`config.mk`:
```
export PLATFORM = sky130hd
export DESIGN_NAME = mdio_mgmt_engine
export DESIGN_NICKNAME = d
export VERILOG_FILES = /design/src/rtl/mdio_pkg.sv /design/src/rtl/mdio_clkgen.sv /design/src/rtl/mdio_frame_seq.sv /design/src/rtl/mdio_mgmt_engine.sv
export SDC_FILE = /design/constraint.sdc
export NUM_CORES = 1
export LEC_CHECK = 0
export CAP_MARGIN = 0
export CORE_MARGIN = 2
export CORE_UTILIZATION = 45
export DETAILED_ROUTE_END_ITERATION = 16
export GPL_TIMING_DRIVEN = 0
export PLACE_DENSITY = 0.77
export SLEW_MARGIN = 5
export SYNTH_ARGS = -nofsm -noshare
export SYNTH_HDL_FRONTEND = slang
export SYNTH_SLANG_ARGS = --single-unit
```
`constraint.sdc`:
```
create_clock -name clk -period 2.89 [get_ports clk]
set_input_delay 0.7225 -clock clk [delete_from_list [all_inputs] [get_ports clk]]
set_output_delay 0.7225 -clock clk [all_outputs]
set_load 0.01 [all_outputs]
```
`src/rtl/mdio_pkg.sv`:
```
package mdio_pkg;

  // Operation code field values (command word bits 29:28)
  typedef enum logic [1:0] {
    MOP_WRITE = 2'b01,
    MOP_READ  = 2'b10
  } mdio_op_e;

  // Half period of the management clock in system cycles.
  function automatic int unsigned half_cycles(input logic [2:0] sel,
                                              input int unsigned base);
    return base << sel;
  endfunction

  // Word bit position sent at frame slot k (slot counts from preamble start).
  function automatic int unsigned word_pos(input int unsigned k,
                                           input int unsigned pre_len,
                                           input int unsigned word_w);
    return word_w - 1 - (k - pre_len);
  endfunction

endpackage

```
`src/rtl/mdio_clkgen.sv`:
```
module mdio_clkgen
  import mdio_pkg::*;
#(
  parameter int unsigned DIV_W     = 3,
  parameter int unsigned HALF_BASE = 2
) (
  input  logic             clk,
  input  logic             rst_n,
  input  logic             run,
  input  logic [DIV_W-1:0] sel,
  output logic             mdc,
  output logic             rise_tick,
  output logic             fall_tick
);
  localparam int unsigned MAX_HALF = HALF_BASE << ((1 << DIV_W) - 1);
  localparam int unsigned CNT_W    = $clog2(MAX_HALF) + 1;

  logic [CNT_W-1:0] cnt;
  logic [CNT_W-1:0] lim_m1;
  logic             tick;

  always_comb begin
    lim_m1 = CNT_W'(half_cycles(3'(sel), HALF_BASE) - 1);
    tick   = run && (cnt == lim_m1);
  end

  assign rise_tick = tick && !mdc;
  assign fall_tick = tick && mdc;

  always_ff @(posedge clk or negedge rst_n) begin
    if (!rst_n) begin
      cnt <= '0;
      mdc <= 1'b0;
    end else if (!run) begin
      cnt <= '0;
      mdc <= 1'b0;
    end else if (tick) begin
      cnt <= '0;
      mdc <= ~mdc;
    end else begin
      cnt <= cnt + 1'b1;
    end
  end

  // management clock parked low between frames
  a_r6_mdc_low_idle: assert property (@(posedge clk) disable iff (!rst_n)
    !run |=> !mdc);

  // clock edges only follow a completed half period
  a_r6_edge_on_tick: assert property (@(posedge clk) disable iff (!rst_n)
    !tick |=> $stable(mdc));

endmodule

```
`src/rtl/mdio_frame_seq.sv`:
```
module mdio_frame_seq
  import mdio_pkg::*;
#(
  parameter int unsigned PRE_LEN = 32,
  parameter int unsigned WORD_W  = 32,
  parameter int unsigned DATA_W  = 16,
  parameter int unsigned OP_LO   = 28
) (
  input  logic              clk,
  input  logic              rst_n,
  input  logic              start,
  input  logic [WORD_W-1:0] word_in,
  input  logic              rise_tick,
  input  logic              fall_tick,
  input  logic              mdio_i,
  output logic              busy,
  output logic              done,
  output logic [WORD_W-1:0] word_q,
  output logic              mdio_o,
  output logic              mdio_oe
);
  localparam int unsigned FRAME_LEN = PRE_LEN + WORD_W;
  localparam int unsigned IDX_W     = $clog2(FRAME_LEN);
  localparam int unsigned WIDX_W    = $clog2(WORD_W);
  // slot where a read releases the line (second turnaround bit)
  localparam int unsigned REL_SLOT  = FRAME_LEN - DATA_W - 1;
  localparam int unsigned CAP_SLOT  = FRAME_LEN - DATA_W;

  logic [IDX_W-1:0]  idx;
  logic              is_read;
  logic              in_pre;
  logic              drive_bit;
  logic [WIDX_W-1:0] wpos;
  logic              last_slot;
  logic              cap_en;

  always_comb begin
    is_read   = (word_q[OP_LO+1:OP_LO] == MOP_READ);
    in_pre    = (idx < IDX_W'(PRE_LEN));
    wpos      = WIDX_W'(word_pos(32'(idx), PRE_LEN, WORD_W));
    drive_bit = in_pre ? 1'b1 : word_q[wpos];
    last_slot = (idx == IDX_W'(FRAME_LEN - 1));
    cap_en    = busy && is_read && rise_tick && (idx >= IDX_W'(CAP_SLOT));
    mdio_oe   = busy && (!is_read || (idx < IDX_W'(REL_SLOT)));
    mdio_o    = mdio_oe ? drive_bit : 1'b1;
  end

  always_ff @(posedge clk or negedge rst_n) begin
    if (!rst_n) begin
      busy   <= 1'b0;
      done   <= 1'b0;
      idx    <= '0;
      word_q <= '0;
    end else begin
      done <= 1'b0;
      if (!busy) begin
        if (start) begin
          busy   <= 1'b1;
          idx    <= '0;
          word_q <= word_in;
        end
      end else begin
        if (cap_en)
          word_q[DATA_W-1:0] <= {word_q[DATA_W-2:0], mdio_i};
        if (fall_tick) begin
          if (last_slot) begin
            busy <= 1'b0;
            done <= 1'b1;
          end else begin
            idx <= idx + 1'b1;
          end
        end
      end
    end
  end

  // the driven line is steady across a rising clock edge
  a_r5_stable_at_rise: assert property (@(posedge clk) disable iff (!rst_n)
    rise_tick && mdio_oe |=> $stable(mdio_o));

  // preamble slots drive ones
  a_r3_preamble_ones: assert property (@(posedge clk) disable iff (!rst_n)
    busy && in_pre |-> mdio_oe && mdio_o);

  // done lasts one cycle and coincides with the end of busy
  a_r8_done_single: assert property (@(posedge clk) disable iff (!rst_n)
    done |=> !done);
  a_r8_done_idle: assert property (@(posedge clk) disable iff (!rst_n)
    done |-> !busy && $past(busy));

  // upper part of the command word holds during a frame
  a_r9_word_hold: assert property (@(posedge clk) disable iff (!rst_n)
    busy |=> $stable(word_q[WORD_W-1:DATA_W]));

  // a frame ends only on a falling clock edge of the last slot
  a_r10_end_on_fall: assert property (@(posedge clk) disable iff (!rst_n)
    done |-> $past(fall_tick));

endmodule

```
`src/rtl/mdio_mgmt_engine.sv`:
```
module mdio_mgmt_engine
  import mdio_pkg::*;
#(
  parameter int unsigned PRE_LEN   = 32,
  parameter int unsigned DIV_W     = 3,
  parameter int unsigned HALF_BASE = 2
) (
  input  logic        clk,
  input  logic        rst_n,
  input  logic        maint_wr,
  input  logic [31:0] maint_wdata,
  input  logic [2:0]  mdc_div_sel,
  output logic [31:0] maint_rdata,
  output logic        eng_idle,
  output logic        mgmt_done,
  output logic        mdc,
  output logic        mdio_o,
  output logic        mdio_oe,
  input  logic        mdio_i
);
  localparam int unsigned WORD_W = 32;
  localparam int unsigned DATA_W = 16;

  logic             busy;
  logic             rise_tick;
  logic             fall_tick;
  logic             accept;
  logic [DIV_W-1:0] sel_q;

  assign accept = maint_wr && !busy;

  always_ff @(posedge clk or negedge rst_n) begin
    if (!rst_n)
      sel_q <= '0;
    else if (accept)
      sel_q <= DIV_W'(mdc_div_sel);
  end

  mdio_clkgen #(
    .DIV_W     (DIV_W),
    .HALF_BASE (HALF_BASE)
  ) u_clkgen (
    .clk       (clk),
    .rst_n     (rst_n),
    .run       (busy),
    .sel       (sel_q),
    .mdc       (mdc),
    .rise_tick (rise_tick),
    .fall_tick (fall_tick)
  );

  mdio_frame_seq #(
    .PRE_LEN (PRE_LEN),
    .WORD_W  (WORD_W),
    .DATA_W  (DATA_W),
    .OP_LO   (28)
  ) u_seq (
    .clk       (clk),
    .rst_n     (rst_n),
    .start     (accept),
    .word_in   (maint_wdata),
    .rise_tick (rise_tick),
    .fall_tick (fall_tick),
    .mdio_i    (mdio_i),
    .busy      (busy),
    .done      (mgmt_done),
    .word_q    (maint_rdata),
    .mdio_o    (mdio_o),
    .mdio_oe   (mdio_oe)
  );

  assign eng_idle = !busy;

  // an accepted command makes the engine busy on the next cycle
  a_r2_start_busy: assert property (@(posedge clk) disable iff (!rst_n)
    accept |=> !eng_idle);

  // divider selector frozen for the frame
  a_r9_sel_hold: assert property (@(posedge clk) disable iff (!rst_n)
    busy |=> $stable(sel_q));

endmodule

```
After elaboration in Yosys (flattened, before gate mapping)
Index checks and enable logic that the tools add are counted.
- logic and storage cells: 65
- register bits: 53
- bits of input ports: 39
- output and inout port bits: 37
- equality and inequality tests: 7
- $add $sub $neg: 5
- shift-type cells: 1
- $lt $le $gt $ge: 4
- reductions and logical operators: 16
- bitwise gates (word level): 2
- muxes and demuxes: 22
- operators by type and width (cell ; count):
    2-to-1 mux 16 bit ; 3
    2-to-1 mux 6 bit ; 4
    2-to-1 mux 9 bit ; 2
    < comparator 6 bit (second input constant) ; 2
    2-to-1 mux 1 bit ; 12
    adder 9 x 1 -> 9 bit (second input constant) ; 1
    == test 9 bit ; 1
    left shift 2 x 3 -> 9 bit (first input constant) ; 1
    subtractor 9 x 1 -> 9 bit (second input constant) ; 1
    logical AND 1 bit ; 8
    != test 2 bit (second input constant) ; 4
    adder 6 x 1 -> 6 bit (second input constant) ; 1
    == test 6 bit (second input constant) ; 1
    greater-or-equal comparator 6 bit (second input constant) ; 1
    < comparator 5 x 6 -> 1 bit (second input constant) ; 1
    binary-select mux 1 bit (select 5 bit) ; 1
    subtractor 5 x 1 -> 5 bit (second input constant) ; 1
    subtractor 5 bit (first input constant) ; 1
    AND reduction 2 bit ; 2
    zero test 1 bit ; 3
    AND reduction 3 bit ; 1
    == test 2 bit (second input constant) ; 1
    NOT 1 bit ; 2
    nonzero test 2 bit ; 1
    logical OR 1 bit ; 1

Logic depth before layout (Yosys ltp)
Gate-level depths: netlist of the first run.
- depth in word-level cells: 9
- gate-level depth with buffers: 13
- depth with buffers taken out: 9

Modules after synthesis
Synthesis of the first run repeated with hierarchy kept, for this count alone.
- cell total of the unflattened synthesis: 254
- area, all modules: 2845.2 um^2
- by module, submodules not included (module ; area each (um^2) ; cells an instance ; times used ; sequential area each (um^2)):
    mdio_frame_seq ; 2034.5 ; 173 ; 1 ; 1001.0
    mdio_clkgen ; 673.1 ; 73 ; 1 ; 250.2
    mdio_mgmt_engine ; 137.6 ; 8 ; 1 ; 75.1

Worst setup path before layout of the first run
Ideal clock, no wire load.
- path type: reg-to-reg
- from: reg sel_q[2]
- to: reg u_seq.word_q[10]
- path slack: -61 ps
- buffers on the path: 4
- library setup time: 125 ps
- period minus slack after synthesis: 2951 ps
- required time: 2765 ps
- arrival time: 2826 ps
- stages on the path, launching flop included: 13
- cell sequence: dfrtp_1 -> buf_4 -> or3_1 -> ha_1 -> buf_4 -> nor3_1 -> a41oi_1 -> a22o_1 -> and3_1 -> buf_2 -> o31ai_4 -> buf_8 -> mux2_4
- cells in the longest elaborated chain, start to end: 9
- RTL lines (element ; line ; RTL):
    from (decl) ; mdio_mgmt_engine.sv:28 ; logic [DIV_W-1:0] sel_q;
    from (signal assigned) ; mdio_mgmt_engine.sv:36 ; sel_q <= DIV_W'(mdc_div_sel);
    left shift 2 x 3 -> 9 bit ; mdio_pkg.sv:12 ; return base << sel;
    subtractor 9 x 1 -> 9 bit ; mdio_clkgen.sv:23 ; lim_m1 = CNT_W'(half_cycles(3'(sel), HALF_BASE) - 1);
    == test 9 bit ; mdio_clkgen.sv:24 ; tick = run && (cnt == lim_m1);
    logical AND 1 bit ; mdio_clkgen.sv:24 ;
    logical AND 1 bit ; mdio_clkgen.sv:27 ; assign rise_tick = tick && !mdc;
    logical AND 1 bit (2 in series) ; mdio_frame_seq.sv:43 ; cap_en = busy && is_read && rise_tick && (idx >= IDX_W'(CAP_SLOT));
    != test 2 bit (no source line) ; - ;
    AND reduction 2 bit (no source line) ; - ;
    to (signal assigned) ; mdio_frame_seq.sv:60 ; word_q <= word_in;
    to (signal, indexed assignment) ; mdio_frame_seq.sv:64 ; word_q[DATA_W-1:0] <= {word_q[DATA_W-2:0], mdio_i};
    to (decl) ; mdio_frame_seq.sv:18 ; output logic [WORD_W-1:0] word_q,
Every way passes these cells.
A chain may end at the register's enable or synchronous reset.

Worst setup path in the final report of the first run
- from: reg u_seq.idx[0]
- to: out mdio_o
- cells in the longest elaborated chain, start to end: 6
- elaborated cells on any way between the ends: 10
- classes of those cells: add/sub (2); order compare (2); mux (4); reduce/logical (2)
- RTL lines (element ; line ; RTL):
    from (decl) ; mdio_frame_seq.sv:29 ; logic [IDX_W-1:0] idx;
    from (signal assigned) ; mdio_frame_seq.sv:70 ; idx <= idx + 1'b1;
    subtractor 5 x 1 -> 5 bit ; mdio_pkg.sv:19 ; return word_w - 1 - (k - pre_len);
    subtractor 5 bit ; mdio_pkg.sv:19 ;
    binary-select mux 1 bit (select 5 bit) ; mdio_frame_seq.sv:41 ; drive_bit = in_pre ? 1'b1 : word_q[wpos];
    2-to-1 mux 1 bit (not written as such) ; mdio_frame_seq.sv:41 ;
    2-to-1 mux 1 bit ; mdio_frame_seq.sv:41 ;
    2-to-1 mux 1 bit * ; mdio_frame_seq.sv:45 ; mdio_o = mdio_oe ? drive_bit : 1'b1;
    to (decl) ; mdio_mgmt_engine.sv:17 ; output logic mdio_o,
Every way passes the cells marked *; elsewhere a longest branch is shown, timed or not. The select of a mux whose other input is x is not followed.

==> results of run 1 <==
area by class of cell:
cell class                      count  area [um2]  share of cell area [%]
Sequential cell                    53        1330                    31.4
Multi-Input combinational cell    219        1660                    39.4
Clock buffer                        7        96.3                    2.28
Timing Repair Buffer               93         910                    21.5
Clock inverter                      1        8.76                   0.207
Inverter                            5        18.8                   0.445
Tap cell                           80         100                    2.37
Buffer                             16        97.6                    2.31
per-layer routing:
layer | vias to the layer above | part of all wire, %
met1 | 1269 | 45
met5 | - | 0
met2 | 89 | 49
li1 | 1235 | -
met4 | 0 | 1.0
met3 | 7 | 5.4
what timing repair did:
item / CTS / global route
setup endpoints to repair: 18 / 30
pin swaps: 7 / 5
cloned: 2 / 0
resized for setup: 13 / 10
setup buffers: 9 / 6
registers in the layout (all words and copies together) (netlist names):
register	count
u_clkgen.mdc	1
u_seq.busy	1
u_clkgen.cnt	9
u_seq.done	1
u_seq.word_q	32
u_seq.idx	6
sel_q	3
per-stage QoR:
stage	utilization, %	hold slack, ps	instances
after floorplan	-	427	297
after global placement	59.0	491	452
after detailed placement	59.2	497	453
after CTS	62.5	348	471
after global routing	63.2	362	474
final	63.2	335	474
cell usage in the layout, fill, tap and decap left out, types with 7 or more instances in the layout:
cell,n
clkbuf_8,7
mux2_2,22
dfrtp_1,52
mux2_4,10
mux4_2,10
buf_4,14
nand2_1,67
clkbuf_1,9
clkdlybuf4s50_1,73
nor2_1,19
nand3_1,12
power groups by stage:
stage / Combinational (mW) / Clock, mW / Sequential (mW)
5_1_grt: 1.29 / 0.512 / 1.06
3_3_place_gp: 1.04 / 0 / 1.04
6_report: 1.19 / 0.470 / 1.03
2_1_floorplan: 0.695 / 0 / 1.03
4_1_cts: 1.15 / 0.480 / 1.03
3_5_place_dp: 1.07 / 0 / 1.04
cell families (layout without fill, tap and decap cells):
kind of cell    Yosys count  count (layout)  share of synthesized area (%)
compound gates           27              27                           6.82
xor+xnor                  8               8                           2.29
fa+ha+maj                 3               3                           1.23
buf+inv                  25             122                           4.21
flops                    53              53                           43.3
mux                      46              46                           21.6
simple gates            135             135                           20.5
how the worst max path moves through the flow:
stage	startpoint	end	slack, ps
2_1_floorplan	sel_q[2]$_DFFE_PN0P_	u_seq.word_q[10]$_DFFE_PN0P_	10
3_3_place_gp	u_seq.idx[0]$_DFFE_PN0P_	mdio_o	-750
3_5_place_dp	u_seq.idx[0]$_DFFE_PN0P_	mdio_o	-740
4_1_cts	u_seq.idx[0]$_DFFE_PN0P_	mdio_o	-120
5_1_grt	u_seq.idx[0]$_DFFE_PN0P_	mdio_o	-200
6_report	u_seq.idx[0]$_DFFE_PN0P_	mdio_o	-110
==> out/qor.csv, run 1 <==
stage,metric,value,unit
sta,fin_skew,19.0,ps
die,core,6680,um2
clock_network,cts_tree,done,
sta,setup_tns,-181,ps
setup_path,worstPathRequired,2170,ps
clock_network,path_clk_slew,110,ps
finish,fin_area,4220,um2
sta,slew_headroom,57.0,%
placement,place.gp.congestion,0.816,
clock_network,postCtsHoldBufs,0,
clock_network,h-tree-depth,2,
placement,place.port_buffers,75,
clock_network,cts.sinks,53,
setup_path,worst-path-stages,6,
sta,rsz0062_at_grt,yes,
logic_synthesis,yosysTopAreaCell,dfrtp_1,
detailed_routing,wl_per_cell,16.1,um
run_status,status,"finished, violations left",
sta,clock.fmax,334,MHz
sta,final_hold_viol_count,0,
placement,place_hpwl,5400,um
setup_path,slowest_stage,mux4_2,
grt,antenna_found_initial,0,
grt,use_met3,3.52,%
grt,grt-ovfl-total,0,
pwr,p_clk_share,17.5,%
die,die_h,86.5,um
detailed_routing,drc_errors,0,
setup_path,max_stage_delay,510,ps
logic_synthesis,synth_common_cells,"nand2_1 (68), dfrtp_1 (53), mux2_2 (22)",
grt,grt_pass1_wl,12700,um
logic_synthesis,yosys.cell_count.top_type,nand2_1,
logic_synthesis,syn_inst,297,
finish,area_delta_synth_final,37.8,%
setup_path,critPathKind,reg2out,
setup_path,cp_cell_sequence,buf_8 -> mux4_2 -> mux4_2 -> mux2i_1 -> nand4_1 -> buf_2,
pwr,switching_power,0.937,mW
detailed_routing,drt-total-wl,7610,um
setup_path,crit_top_cell,mux4_2,
logic_synthesis,seq_area_frac_synth,43.3,%
logic_synthesis,synth.distinct_cells,51,
logic_synthesis,syn_nets,339,
pwr,p_seq_share,38.4,%
pwr,p_per_area,637,nW/um2
die,io_pins,76,
grt,grt_pass1_vias,2598,
clock_network,clockBufferDepth,2,
detailed_routing,drt_iter0_drc,169,
pwr,leakage,1.81,nW
pwr,irDropWorstVdd,329,uV
logic_synthesis,avgSynthCellArea,10.3,um2
sta,min_period,3000,ps
sta,fin_crit_sh,104,%
logic_synthesis,synth-async-reset-ratio,100,%
pwr,swShare,34.9,%
detailed_routing,first_pass_iters,4,
sta,finalSetupViolCount,2,
logic_synthesis,synth-main-ff-cell,dfrtp_1,
logic_synthesis,syn-cell-area,3060,um2
sta,slew_viol_final,0,
finish,diodes,0,
finish,layout.nets,435,
pwr,p_int,1.75,mW
pwr,combPwrFrac,44.1,%
logic_synthesis,yosysTopAreaCellShare,43.3,%
worst_hold_path,hold_class,in2async,
grt,met2_usage,35.0,%
die,start_util,45.9,%
grt,grt_max_degree,37,
die,num_rows,30,
die,fp.dieW,86.5,um
logic_synthesis,synth_area_leaders,"dfrtp_1 (43%), nand2_1 (8.3%), mux2_2 (8.1%)",
grt,grtUsageMet1,30.4,%
logic_synthesis,synth-seq-cells,53,
finish,fillers,565,
sta,tightest_slew,641,ps
clock_network,clock_latency,310,ps
die,die_area,7490,um2
setup_path,ff2ff_path_depth,10,
clock_network,cts_buffers,5,
setup_path,startpoint_type,flip-flop,
sta,timing.final.ws_setup,-108,ps
setup_path,timing.rr.start,sel_q[0]$_DFFE_PN0P_,
setup_path,rrSetupSlack,20,ps
setup_path,end_kind,output port,
run_status,violations,setup timing,
placement,dp_slack,-745,ps
setup_path,critPathBufInv,2,
pwr,power,2.69,mW
clock_network,clock-root-buffer,clkbuf_8,
setup_path,arrival,2280,ps
grt,track_usage,21.5,%
setup_path,cp_max_fo,7,
finish,drive_above_1_share,23.6,%
setup_path,reg2reg_to,u_seq.word_q[0]$_DFFE_PN0P_,
logic_synthesis,ys_warn_count,0,
placement,dpl-instance-area,3960,um2
setup_path,crit_family,multiplexers,
job,maxCapViolCount,0,
logic_synthesis,synth_edf_count,0,
detailed_routing,ant_nets,0,
detailed_routing,vias,2600,
detailed_routing,viasPerCell,5.49,
grt,grt_busiest_layer,met2,
(Power assumes the default switching activity.)
==> inputs of run 2 (changes only) <==
--- a/config.mk
+++ b/config.mk
@@ -5,7 +5,7 @@
 export SDC_FILE = /design/constraint.sdc
 export NUM_CORES = 1
 export LEC_CHECK = 0
-export CAP_MARGIN = 0
+export CORE_ASPECT_RATIO = 1.2
 export CORE_MARGIN = 2
 export CORE_UTILIZATION = 45
 export DETAILED_ROUTE_END_ITERATION = 16
==> out/qor.csv, run 2 (synthesis gave the netlist of run 1 again) <==
stage,metric,value,unit,change
run_status,status,"finished, violations left",,
run_status,violations,setup timing,,
finish,diodes,0,,unchanged
detailed_routing,viasPerCell,5.48,,about the same
die,start_util,47.0,%,+1.1 points
setup_path,crit_top_cell,mux4_2,,
die,die_h,94.4,um,+9.1%
grt,grt_pass1_wl,12400,um,-2.8%
sta,slew_viol_final,0,,unchanged
clock_network,clock_latency,310,ps,about the same
finish,final_cell_mix,"clkdlybuf4s50_1 (73), nand2_1 (68), dfrtp_1 (52), nor2_1 (19)",,
setup_path,cp_cell_sequence,buf_8 -> mux4_2 -> mux4_2 -> mux2i_1 -> nand4_1 -> buf_2,,
sta,clock.fmax,332,MHz,-0.40%
die,core,6530,um2,-2.3%
setup_path,max_stage_delay,510,ps,about the same
placement,place_hpwl,5350,um,-0.99%
placement,dp.cells,458,,+1.1%
setup_path,end_kind,output port,,
detailed_routing,drt-total-wl,7800,um,+2.5%
setup_path,slowest_stage,mux4_2,,
setup_path,crit_path_start,u_seq.idx[0]$_DFFE_PN0P_,,
setup_path,startpoint_type,flip-flop,,
detailed_routing,wl_per_cell,16.2,um,+1.0%
worst_hold_path,hold_class,in2async,,
die,fp.dieW,79.3,um,-8.3%
setup_path,rrSetupSlack,-80,ps,-100 ps
setup_path,worstPathRequired,2170,ps,about the same
finish,fillers,510,,-9.7%
placement,dpl-instance-area,3960,um2,+0.16%
setup_path,cp_max_fo,7,,unchanged
finish,area_delta_synth_final,40.2,%,
finish,final_common_cell,clkdlybuf4s50_1,,
finish,seqCellArea,1330,um2,unchanged
pwr,irDropWorstVdd,393,uV,+19%
clock_network,path_clk_slew,100,ps,about the same
placement,place.gp.congestion,0.805,,-1.5%
sta,fin_crit_sh,104,%,+0.42 points
sta,final_hold_viol_count,0,,unchanged
clock_network,cts.sinks,53,,unchanged
clock_network,postCtsHoldBufs,0,,unchanged
grt,grt-ovfl-total,0,,unchanged
detailed_routing,first_pass_iters,4,,unchanged
placement,place.port_buffers,75,,unchanged
setup_path,timing.rr.start,sel_q[2]$_DFFE_PN0P_,,
placement,dp_slack,-733,ps,+11.5 ps
die,die_area,7490,um2,about the same
finish,largestRegisters,"u_seq.word_q x32, u_clkgen.cnt x9, u_seq.idx x6",,
finish,largest_reg_flops,32,,unchanged
clock_network,clockBufferDepth,2,,unchanged
grt,antenna_found_initial,0,,unchanged
grt,grt_pass1_vias,2612,,+0.54%
sta,rsz0062_at_grt,yes,,
setup_path,critPathKind,reg2out,,
sta,slew_headroom,57.2,%,+0.18 points
finish,layout.nets,437,,+0.46%
pwr,p_per_area,659,nW/um2,+3.5%
finish,final_cells,481,,+1.5%
grt,grt_max_degree,28,,-24%
detailed_routing,ant_nets,0,,unchanged
clock_network,h-tree-depth,2,,unchanged
job,maxCapViolCount,0,,unchanged
finish,regMostFlops,u_seq.word_q,,
finish,drive_above_1_share,23.7,%,+0.13 points
sta,tightest_slew,638,ps,-2.72 ps
clock_network,clock-root-buffer,clkbuf_8,,
clock_network,cts_tree,done,,
die,io_pins,76,,unchanged
detailed_routing,vias,2637,,+1.4%
sta,fin_skew,9.16,ps,-9.81 ps
finish,utilization,65.8,%,+2.7 points
sta,timing.final.ws_setup,-120,ps,-12.1 ps
detailed_routing,drc_errors,0,,unchanged
sta,finalSetupViolCount,8,,+6
finish,multiInputGateArea,1690,um2,+1.4%
clock_network,cts_buffers,5,,unchanged
setup_path,arrival,2290,ps,about the same
grt,track_usage,21.0,%,-0.50 points
finish,fin_area,4300,um2,+1.8%
pwr,leakage,1.85,nW,+2.3%
detailed_routing,drt_iter0_drc,148,,-12%
die,num_rows,32,,+6.7%
sta,min_period,3010,ps,+12.1 ps
==> run 2: per-layer routing <==
metal  wire, um  GRT usage (%)  vias up
li1           -              -     1236
met1       3160           26.3     1311
met2       4200           37.3       79
met3        307           2.39       11
met4        134           8.05        0
met5          0              0        -
==> run 2: final cells by class <==
type	instances	share of cell area (%)
multi-input cells	219	39.2
clock inverters	3	1.51
clock buffers	5	1.60
inverters	5	0.437
well taps	85	2.48
flip-flops and latches	53	30.9
plain buffers	18	2.88
repair buffers	93	21.0
==> run 2: repair_timing <==
item / in CTS / in global routing
cloned: 2 / 0
endpoints found under the setup margin: 18 / 29
pin swaps: 6 / 7
buffers inserted: 11 / 5
resized for setup: 16 / 15
==> run 2: metrics by stage <==
| step | TNS [ps] | total power [mW] | hold WS, ps |
|---|---|---|---|
| after floorplan | 0 | 1.73 | 427 |
| after global placement | -32560 | 2.07 | 487 |
| after detailed placement | -4370 | 2.11 | 498 |
| after CTS | -443 | 2.79 | 442 |
| after global routing | -2480 | 2.98 | 463 |
| final | -576 | 2.83 | 419 |
==> run 2: power breakdown <==
group	leakage, nW	internal, mW	total (mW)	switching [mW]
registers	0.649	0.879	1.03	0.152
logic	1.14	0.660	1.20	0.544
clock network	0.0681	0.344	0.595	0.251
total	1.85	1.88	2.83	0.946
==> run 2: path summary, 6_finish.rpt <==
kind | endpoint | depth (start not counted)
max | mdio_o | 6
min | sel_q[1]$_DFFE_PN0P_ | 1
max reg2reg | u_seq.word_q[8]$_DFFE_PN0P_ | 13
min reg2reg | u_seq.word_q[16]$_DFFE_PN0P_ | 2
max in group asynchronous | u_seq.word_q[14]$_DFFE_PN0P_ | 2
min in group clk | u_seq.word_q[16]$_DFFE_PN0P_ | 2
==> run 2: worst max-delay path: cells and delay by family (launching register included) <==
family / cells / cell delay (ps)
buffers and inverters: 2 / 330
DFF: 1 / 390
muxes: 3 / 1160
and+or+nand+nor: 1 / 90
==> inputs of run 3 (changes only) <==
--- a/config.mk
+++ b/config.mk
@@ -5,7 +5,7 @@
 export SDC_FILE = /design/constraint.sdc
 export NUM_CORES = 1
 export LEC_CHECK = 0
-export CORE_ASPECT_RATIO = 1.2
+export CORE_ASPECT_RATIO = 1.1
 export CORE_MARGIN = 2
 export CORE_UTILIZATION = 45
 export DETAILED_ROUTE_END_ITERATION = 16
==> out/qor.csv, run 3 (synthesis gave the netlist of run 1 again) <==
stage,metric,value,unit,change
die,die_area,7490,um2,about the same
grt,antenna_found_initial,0,,unchanged
pwr,leakage,1.83,nW,-1.2%
detailed_routing,ant_nets,0,,unchanged
finish,largestRegisters,"u_seq.word_q x32, u_clkgen.cnt x9, u_seq.idx x6",,
setup_path,rrSetupSlack,-10,ps,+70 ps
grt,track_usage,21.5,%,+0.43 points
die,core,6590,um2,+1.0%
die,io_pins,76,,unchanged
finish,final_common_cell,clkdlybuf4s50_1,,
setup_path,slowest_stage,mux4_2,,
detailed_routing,drc_errors,0,,unchanged
finish,regMostFlops,u_seq.word_q,,
setup_path,cp_max_fo,7,,unchanged
finish,diodes,0,,unchanged
clock_network,clockBufferDepth,2,,unchanged
grt,grt_pass1_wl,12500,um,+0.90%
pwr,p_per_area,645,nW/um2,-2.0%
placement,place.port_buffers,75,,unchanged
setup_path,crit_path_start,u_seq.idx[0]$_DFFE_PN0P_,,
clock_network,clock_latency,310,ps,about the same
clock_network,cts_buffers,5,,unchanged
sta,min_period,3120,ps,+113 ps
placement,dp.cells,455,,-0.66%
sta,final_hold_viol_count,0,,unchanged
die,start_util,46.5,%,-0.48 points
finish,utilization,64.3,%,-1.5 points
sta,whs,393,ps,-26.4 ps
detailed_routing,drt_iter0_drc,155,,+4.7%
sta,fin_crit_sh,108,%,+3.9 points
run_status,status,"finished, violations left",,
setup_path,cp_cell_sequence,buf_8 -> mux4_2 -> mux4_2 -> mux2i_1 -> nand4_1 -> buf_2,,
sta,rsz0062_at_grt,yes,,
sta,slew_viol_final,0,,unchanged
setup_path,reg2reg_to,u_seq.word_q[10]$_DFFE_PN0P_,,
grt,grt-ovfl-total,0,,unchanged
finish,layout.nets,436,,-0.23%
setup_path,timing.rr.start,sel_q[0]$_DFFE_PN0P_,,
setup_path,worstPathRequired,2170,ps,about the same
sta,finalSetupViolCount,7,,-1
setup_path,crit_top_cell,mux4_2,,
pwr,irDropWorstVdd,364,uV,-7.2%
sta,slew_headroom,59.4,%,+2.2 points
placement,place_hpwl,5320,um,-0.57%
setup_path,critPathBufInv,2,,unchanged
die,num_rows,31,,-3.1%
finish,area_delta_synth_final,38.3,%,
job,maxCapViolCount,0,,unchanged
setup_path,crit_end,mdio_o,,
setup_path,crit_family,multiplexers,,
detailed_routing,vias,2608,,-1.1%
setup_path,worst-path-stages,6,,unchanged
sta,clock.fmax,320,MHz,-3.6%
worst_hold_path,hold_class,in2async,,
detailed_routing,first_pass_iters,4,,unchanged
clock_network,clock-root-buffer,clkbuf_8,,
sta,tightest_slew,605,ps,-32.8 ps
finish,final_cells,476,,-1.0%
setup_path,startpoint_type,flip-flop,,
finish,drive_above_1_share,23.4,%,-0.39 points
setup_path,arrival,2400,ps,+110 ps
setup_path,end_kind,output port,,
setup_path,max_stage_delay,530,ps,+20 ps
detailed_routing,viasPerCell,5.48,,about the same
placement,place.gp.congestion,0.841,,+4.5%
die,fp.dieW,82.7,um,+4.2%
detailed_routing,drt-total-wl,7750,um,-0.64%
sta,fin_skew,13.5,ps,+4.30 ps
sta,timing.final.ws_setup,-234,ps,-113 ps
detailed_routing,wl_per_cell,16.3,um,+0.40%
grt,grt_pass1_vias,2573,,-1.5%
clock_network,cts.sinks,53,,unchanged
clock_network,h-tree-depth,2,,unchanged
finish,largest_reg_flops,32,,unchanged
setup_path,critPathKind,reg2out,,
setup_path,ff2ff_path_depth,11,,-2
die,die_h,90.5,um,-4.1%
clock_network,path_clk_slew,100,ps,about the same
grt,grt_max_degree,30,,+7.1%
finish,final_cell_mix,"clkdlybuf4s50_1 (73), nand2_1 (68), dfrtp_1 (52), nor2_1 (20)",,
run_status,violations,setup timing,,
clock_network,cts_tree,done,,
## run 3: area by class of cell
cell class | count | area (um2)
well taps | 82 | 103
clock buffers | 5 | 68.8
fillers | 545 | 2350
plain buffers | 16 | 97.6
clock inverters | 2 | 35.0
multi-input cells | 219 | 1680
flip-flops and latches | 53 | 1330
repair buffers | 94 | 905
inverters | 5 | 18.8
## run 3: routing by layer
layer / part of all wire (%) / track usage [%]
met5: 0 / 0
met3: 5.0 / 4.00
met4: 1.3 / 6.28
met1: 42 / 29.1
met2: 51 / 34.7
## run 3: worst min path at each step
stage | startpoint | slack [ps] | depth (start not counted) | end
after floorplan | rst_n | 430 | 0 | sel_q[0]$_DFFE_PN0P_
after global placement | u_seq.word_q[19]$_DFFE_PN0P_ | 480 | 2 | u_seq.word_q[19]$_DFFE_PN0P_
after detailed placement | u_seq.word_q[18]$_DFFE_PN0P_ | 490 | 2 | u_seq.word_q[18]$_DFFE_PN0P_
after CTS | rst_n | 410 | 1 | u_clkgen.cnt[7]$_DFF_PN0_
after global routing | rst_n | 440 | 1 | u_clkgen.cnt[7]$_DFF_PN0_
final | rst_n | 390 | 1 | u_clkgen.cnt[7]$_DFF_PN0_
## run 3: power breakdown
group / switching [mW] / internal (mW) / total [mW]
Clock: 0.249 / 0.252 / 0.501
Sequential: 0.154 / 0.879 / 1.03
Combinational: 0.546 / 0.657 / 1.20
Total: 0.948 / 1.79 / 2.74
## run 3: worst reg2reg max path: cells and delay by family, from the launching register on
| family | cells | cell delay [ps] |
|---|---|---|
| AOI/OAI and AO/OA | 3 | 910 |
| buffers and inverters | 4 | 560 |
| and+or+nand+nor | 2 | 470 |
| DFF | 1 | 390 |
| muxes | 1 | 300 |
| adders and majority gates | 1 | 180 |
## run 3: metrics by stage
stage               area (um2)  total power [mW]  worst slack (ps)  setup TNS (ps)
CTS                       4190              2.70              -220            -373
global placement          3940              2.08              -823          -28160
finish                    4240              2.74              -234            -435
detailed placement        3960              2.11              -828           -4060
floorplan                 3090              1.73              12.1               0
global route              4240              2.90              -276           -1680
## run 3: timing repair
action / in CTS / in global routing
hold buffers: 0 / 0
gates resized for setup: 14 / 14
pin swaps: 5 / 5
endpoints found under the hold margin: 0 / 0
setup buffers: 11 / 6
setup endpoints to repair: 18 / 31
gates cloned: 2 / 0
